`src/rtl/baud_tick_pkg.sv`:
```
package baud_tick_pkg;

    localparam int unsigned BT_INT_W  = 16;
    localparam int unsigned BT_FRAC_W = 6;

    typedef enum logic [1:0] {
        CNT_CLEAR = 2'd0,
        CNT_WRAP  = 2'd1,
        CNT_STEP  = 2'd2
    } cnt_action_e;

endpackage

```
`src/rtl/baud_div_shadow.sv`:
```
module baud_div_shadow #(
    parameter int unsigned INT_W  = baud_tick_pkg::BT_INT_W,
    parameter int unsigned FRAC_W = baud_tick_pkg::BT_FRAC_W
) (
    input  logic              clk,
    input  logic              rst_n,
    input  logic              load,
    input  logic [INT_W-1:0]  int_in,
    input  logic [FRAC_W-1:0] frac_in,
    output logic [INT_W-1:0]  int_q,
    output logic [FRAC_W-1:0] frac_q
);

    typedef struct packed {
        logic [INT_W-1:0]  n;
        logic [FRAC_W-1:0] f;
    } shadow_t;

    shadow_t sh_d, sh_q;

    always_comb begin
        sh_d = sh_q;
        if (load) begin
            sh_d.n = int_in;
            sh_d.f = frac_in;
        end
    end

    always_ff @(posedge clk or negedge rst_n) begin
        if (!rst_n) sh_q <= '0;
        else        sh_q <= sh_d;
    end

    assign int_q  = sh_q.n;
    assign frac_q = sh_q.f;

    // captured divisor only moves on a load strobe
    p_keep_r7: assert property (@(posedge clk) disable iff (!rst_n)
        !load |=> ($stable(int_q) && $stable(frac_q)));

endmodule

```
`src/rtl/baud_frac_acc.sv`:
```
module baud_frac_acc #(
    parameter int unsigned FRAC_W = baud_tick_pkg::BT_FRAC_W
) (
    input  logic              clk,
    input  logic              rst_n,
    input  logic              clr,
    input  logic              adv,
    input  logic [FRAC_W-1:0] frac,
    output logic              carry
);

    localparam int unsigned SUM_W = FRAC_W + 1;

    typedef struct packed {
        logic [FRAC_W-1:0] acc;
    } acc_state_t;

    acc_state_t st_d, st_q;
    logic [SUM_W-1:0] sum;

    always_comb begin
        sum   = {1'b0, st_q.acc} + {1'b0, frac};
        carry = sum[FRAC_W];
        st_d  = st_q;
        if (clr)      st_d.acc = '0;
        else if (adv) st_d.acc = sum[FRAC_W-1:0];
    end

    always_ff @(posedge clk or negedge rst_n) begin
        if (!rst_n) st_q <= '0;
        else        st_q <= st_d;
    end

    // accumulator holds between ticks
    p_hold_r6: assert property (@(posedge clk) disable iff (!rst_n)
        (!clr && !adv) |=> $stable(st_q.acc));

    // a restart never stretches the first period
    p_first_period_r10: assert property (@(posedge clk) disable iff (!rst_n)
        clr |=> !carry);

endmodule

```
`src/rtl/baud_period_cnt.sv`:
```
module baud_period_cnt #(
    parameter int unsigned INT_W = baud_tick_pkg::BT_INT_W
) (
    input  logic             clk,
    input  logic             rst_n,
    input  logic             run,
    input  logic             restart,
    input  logic [INT_W-1:0] div_n,
    input  logic             stretch,
    output logic             tick
);
    import baud_tick_pkg::*;

    localparam int unsigned LIM_W = INT_W + 1;

    typedef struct packed {
        logic [INT_W-1:0] cnt;
    } cnt_state_t;

    cnt_state_t  st_d, st_q;
    logic [LIM_W-1:0] limit;
    logic        hit;
    cnt_action_e act;

    always_comb begin
        limit = {1'b0, div_n} - LIM_W'(1) + LIM_W'(stretch);
        hit   = ({1'b0, st_q.cnt} == limit);
        tick  = run && hit;
        if (restart || !run) act = CNT_CLEAR;
        else if (hit)        act = CNT_WRAP;
        else                 act = CNT_STEP;
        st_d = st_q;
        case (act)
            CNT_CLEAR: st_d.cnt = '0;
            CNT_WRAP:  st_d.cnt = '0;
            default:   st_d.cnt = st_q.cnt + INT_W'(1);
        endcase
    end

    always_ff @(posedge clk or negedge rst_n) begin
        if (!rst_n) st_q <= '0;
        else        st_q <= st_d;
    end

    // phase never runs past the longest period N+1
    p_cnt_bound_r3: assert property (@(posedge clk) disable iff (!rst_n)
        run |-> ({1'b0, st_q.cnt} <= {1'b0, div_n}));

    // a restart leaves the counter at its start
    p_restart_r8: assert property (@(posedge clk) disable iff (!rst_n)
        restart |=> (st_q.cnt == '0));

endmodule

```
`src/rtl/baud_frac_tick.sv`:
```
module baud_frac_tick #(
    parameter int unsigned INT_W  = baud_tick_pkg::BT_INT_W,
    parameter int unsigned FRAC_W = baud_tick_pkg::BT_FRAC_W
) (
    input  logic              clk,
    input  logic              rst_n,
    input  logic              en,
    input  logic              load,
    input  logic [INT_W-1:0]  div_int,
    input  logic [FRAC_W-1:0] div_frac,
    output logic              tick
);

    logic [INT_W-1:0]  n_q;
    logic [FRAC_W-1:0] f_q;
    logic run, clr, adv, stretch;

    always_comb begin
        run = en && (n_q != '0);
        clr = load || !run;
        adv = tick && !load;
    end

    baud_div_shadow #(.INT_W(INT_W), .FRAC_W(FRAC_W)) u_shadow (
        .clk     (clk),
        .rst_n   (rst_n),
        .load    (load),
        .int_in  (div_int),
        .frac_in (div_frac),
        .int_q   (n_q),
        .frac_q  (f_q)
    );

    baud_frac_acc #(.FRAC_W(FRAC_W)) u_acc (
        .clk   (clk),
        .rst_n (rst_n),
        .clr   (clr),
        .adv   (adv),
        .frac  (f_q),
        .carry (stretch)
    );

    baud_period_cnt #(.INT_W(INT_W)) u_cnt (
        .clk     (clk),
        .rst_n   (rst_n),
        .run     (run),
        .restart (load),
        .div_n   (n_q),
        .stretch (stretch),
        .tick    (tick)
    );

    // zero integer part silences the output
    p_zero_div_r5: assert property (@(posedge clk) disable iff (!rst_n)
        (n_q == '0) |-> !tick);

    // disabled block emits nothing
    p_disabled_r6: assert property (@(posedge clk) disable iff (!rst_n)
        !en |-> !tick);

    // back-to-back ticks only when N is one
    p_gap_r9: assert property (@(posedge clk) disable iff (!rst_n)
        tick |=> (!tick || (n_q == INT_W'(1))));

endmodule

```
`config.mk`:
```
export PLATFORM = sky130hd
export DESIGN_NAME = baud_frac_tick
export DESIGN_NICKNAME = d
export VERILOG_FILES = /design/src/rtl/baud_tick_pkg.sv /design/src/rtl/baud_div_shadow.sv /design/src/rtl/baud_frac_acc.sv /design/src/rtl/baud_period_cnt.sv /design/src/rtl/baud_frac_tick.sv
export SDC_FILE = /design/constraint.sdc
export NUM_CORES = 1
export LEC_CHECK = 0
export BUFFER_PORTS_ARGS = -buffer_cell sky130_fd_sc_hd__buf_2
export CORE_MARGIN = 2
export CORE_UTILIZATION = 54
export CTS_CLUSTER_SIZE = 24
export DETAILED_ROUTE_END_ITERATION = 6
export HOLD_SLACK_MARGIN = 0.03
export PLACE_DENSITY = 0.8
export SLEW_MARGIN = 0
export SYNTH_ARGS = -nofsm -noshare
export SYNTH_HDL_FRONTEND = slang
export SYNTH_SLANG_ARGS = --single-unit
```
`constraint.sdc`:
```
create_clock -name clk -period 3.69 [get_ports clk]
set_input_delay 0.738 -clock clk [delete_from_list [all_inputs] [get_ports clk]]
set_output_delay 0.738 -clock clk [all_outputs]
set_load 0.03 [all_outputs]
```
==> flow_summary_export.csv <==
group,metric,value,unit
worst_setup_path,r2r_end,"u_cnt.st_q[1]$_DFF_PN0_",
yosys,synth_area_leaders,"dfrtp_1 39%, mux2_2 7.2%, xnor2_1 5.0%",
die,io_pins,27,
finish,area_growth,23.9,%
finish,post-route-util,68.7,%
worst_setup_path,endpoint,"tick",
worst_setup_path,r2r_start,"u_shadow.frac_q[0]$_DFFE_PN0P_",
yosys,yosysSeqAreaShare,39.4,%
worst_setup_path,cpMaxStageDelayCell,"or4b_4",
clock_network,insertion_delay,0.29,ns
pwr,power_switching,301,µW
detailed_routing,dr.pass1.iters,4,
worst_setup_path,endpoint_kind,"primary output",
sta,tightestPinTransition,0.984,ns
sta,worst_clock_skew,0.00508,ns
worst_setup_path,worstSetupStartpointType,"flip-flop",
placed_design,io_buffers,26,
pwr,p_leak,1.46,nW
yosys,yosysTopAreaCell,"dfrtp_1",
pwr,vdd_drop_max,0.157,mV
finish,final_nets,357,
detailed_routing,final_antenna_net_count,0,
finish,drive_above_1_share,37.9,%
yosys,yosys.cell_count.top_type,"dfrtp_1",
yosys,synth_nets,305,
die,die_area,5770,µm²
worst_setup_path,cp_num_cells,16,
sta,fmaxAchievable,0.226,GHz
worst_setup_path,cpMostUsedCell,"ha_2",
worst_setup_path,cp_cell_sequence,"ha_2, inv_2, fa_2, nor2b_1, o21ai_1, nand2b_1, a21o_1, a21oi_2, ha_2, or4b_4, or4_1, a31o_2, a211oi_4, nand3_2, nor3_4, buf_6",
yosys,ys_ff_latch,44,
run,maxCapViolations,0,
worst_setup_path,ff2ff_path_depth,20,
clock_network,holdBufCountCts,0,
sta,timing.hold.ws,0.520,ns
pwr,internal-power,758,µW
detailed_routing,vias,2298,
clock_network,clkTransAtPathRegs,0.08,ns
worst_setup_path,critPathBufInv,2,
detailed_routing,drc,0,
sta,period_share,120,%
pwr,p_sw_share,28.4,%
clock_network,clkSinkCount,44,
sta,timing.final.crit_period,4.43,ns
sta,layout_setup_ws,-0.744,ns
yosys,synth_top_area_share,39.4,%
global_route,grt_max_degree,45,
yosys,synthCells,269,
yosys,ys_warn_count,0,
die,initial_core_util,55.5,%
yosys,synth_cell_types,54,
pwr,power_frac_seq,51.3,%
yosys,synth_area,2800,µm²
detailed_routing,vias_per_cell,5.86,
die,die_w,76.0,µm
yosys,async_reset_ff_share,100,%
clock_network,clockRootBuffer,"clkbuf_8",
worst_setup_path,crit_type,"flip-flop to primary output",
global_route,grt_pass1_vias,2320,
sta,slew_headroom,34.4,%
global_route,grtUsageTotal,24.3,%
finish,nFillCells,369,
placed_design,routabilityCongestion,0.912,
yosys,synth_flop_cell,"dfrtp_1",
detailed_routing,wire_per_inst,17.3,µm
die,die_h,76.0,µm
clock_network,cts_buffers,5,
worst_hold_path,hold_path_class,"flip-flop to flip-flop",
sta,finalSetupTns,-6.82,ns
sta,rsz0062_at_grt,"yes",
worst_setup_path,cp.required,2.95,ns
global_route,antenna_found_initial,0,
worst_setup_path,worstPathArrival,3.70,ns
sta,hold_viol_final,0,
yosys,syn_avg_cell_area,10.4,µm²
sta,maxSlewViolCount,0,
die,coreArea,5040,µm²
worst_setup_path,crit_family,"simple AND/OR/NAND/NOR gates",
die,placement_rows,26,
outcome,violations,"setup timing",
pwr,powerDensity,306,nW/µm²
worst_setup_path,crit_path_start,"u_shadow.frac_q[0]$_DFFE_PN0P_",
outcome,outcome,"complete, but fails checks",
clock_network,cts_tree,"built",
global_route,grt_pass1_wl,11.4,mm
placed_design,hpwl,4.59,mm
detailed_routing,drt-total-wl,6.77,mm
worst_hold_path,worstHoldStart,"u_shadow.frac_q[4]$_DFFE_PN0P_",
detailed_routing,drt_iter0_drc,282,
yosys,synth-edff-count,0,
worst_setup_path,path_max_fanout,2,
global_route,overflow,0,
clock_network,clock_path_buffers,2,
clock_network,htreeDepth,2,
worst_setup_path,cpPeakStageDelay,0.46,ns
pwr,power.share.clock,29.2,%
finish,diodes,0,
worst_setup_path,r2r_slack,-0.38,ns
pwr,p_comb_share,19.5,%
sta,setup_viol,23,
yosys,synthTopCellsByCount,"44 x dfrtp_1, 18 x mux2_2, 16 x xnor2_1, 16 x xor2_1, 12 x nand4_1",
placed_design,preCtsSetupSlack,-0.503,ns
## worst min path at each step
stage                                                 to  slack (ns)  depth (start not counted)
after floorplan                u_acc.st_q[0]$_DFFE_PN0P_        0.44                          0
after global routing      u_shadow.frac_q[4]$_DFFE_PN0P_        0.54                          1
after global placement    u_shadow.frac_q[2]$_DFFE_PN0P_        0.50                          1
after CTS                 u_shadow.frac_q[4]$_DFFE_PN0P_        0.53                          1
final                     u_shadow.frac_q[4]$_DFFE_PN0P_        0.52                          1
after detailed placement  u_shadow.frac_q[4]$_DFFE_PN0P_        0.51                          1
## per-stage QoR
stage | total power [mW] | cells | instance area [µm²]
3_5_place_dp | 0.739 | 379 | 3200
2_1_floorplan | 0.664 | 269 | 2840
3_3_place_gp | 0.730 | 379 | 3200
4_1_cts | 1.06 | 393 | 3420
5_1_grt | 1.11 | 392 | 3470
6_report | 1.06 | 392 | 3470
## timing repair
| action | 4_1_cts | 5_1_grt |
|---|---|---|
| gates resized for setup | 15 | 12 |
| setup endpoints to repair | 23 | 23 |
| cloned | 1 | 0 |
| pin swaps | 7 | 9 |
| setup buffers | 5 | 0 |
## layout make-up
| class | instances | area, µm² | area share (%) |
|---|---|---|---|
| clock buffer | 8 | 90.1 | 2.60 |
| tap | 70 | 87.6 | 2.53 |
| timing repair buffer | 57 | 397 | 11.4 |
| sequential | 44 | 1100 | 31.8 |
| multi-input combinational | 203 | 1750 | 50.6 |
| inverter | 10 | 37.5 | 1.08 |
## logic make-up (layout without fill, tap and decap cells)
logic type	Yosys count	in the layout	share of synthesized area [%]
AO/OA/AOI/OAI	45	45	11.3
XOR/XNOR	33	33	10.8
adder cells (fa/ha/maj)	10	10	4.74
buffers and inverters	22	75	3.71
flip-flops	44	44	39.4
multiplexers	18	18	7.24
AND/OR/NAND/NOR	97	97	22.8
## power by group through the flow
stage	logic [mW]	clock network (mW)	registers [mW]
final	0.207	0.310	0.543
after global routing	0.225	0.335	0.549
after CTS	0.198	0.317	0.541
after detailed placement	0.188	0	0.550
after global placement	0.182	0	0.548
after floorplan	0.127	0	0.537
## routing by layer
metal,GRT usage [%],up-vias,part of all wire [%]
li1,-,1095,-
met1,33.2,1132,42
met2,40.6,63,52
met3,4.50,8,5.0
met4,5.45,0,1.0
met5,0,-,0
## placed cells by master (no fill, tap or decap), types with 3 or more instances in the layout
cell and n:
or4_1 4, mux2_2 18, dfrtp_1 44, ha_1 6, nor3_1 10, a21o_1 4, nand4_1 12, buf_6 3
nor4_1 4, nor3_2 10, xor2_1 16, nor2_1 11, xnor2_1 16, a21oi_1 6, nand2b_1 4, buf_4 27
o21ai_0 6, buf_2 25, o31ai_4 3, and4_1 3, inv_1 9, or3_1 3, clkbuf_8 6, nand3_1 7
a21oi_2 3, nand2_1 10
## sequential cells by signal (all words and copies together), names as in the netlist
name	flops
u_cnt.st_q	16
u_shadow.int_q	16
u_shadow.frac_q	6
u_acc.st_q	6
No activity file was read; power rests on OpenSTA's default activity.
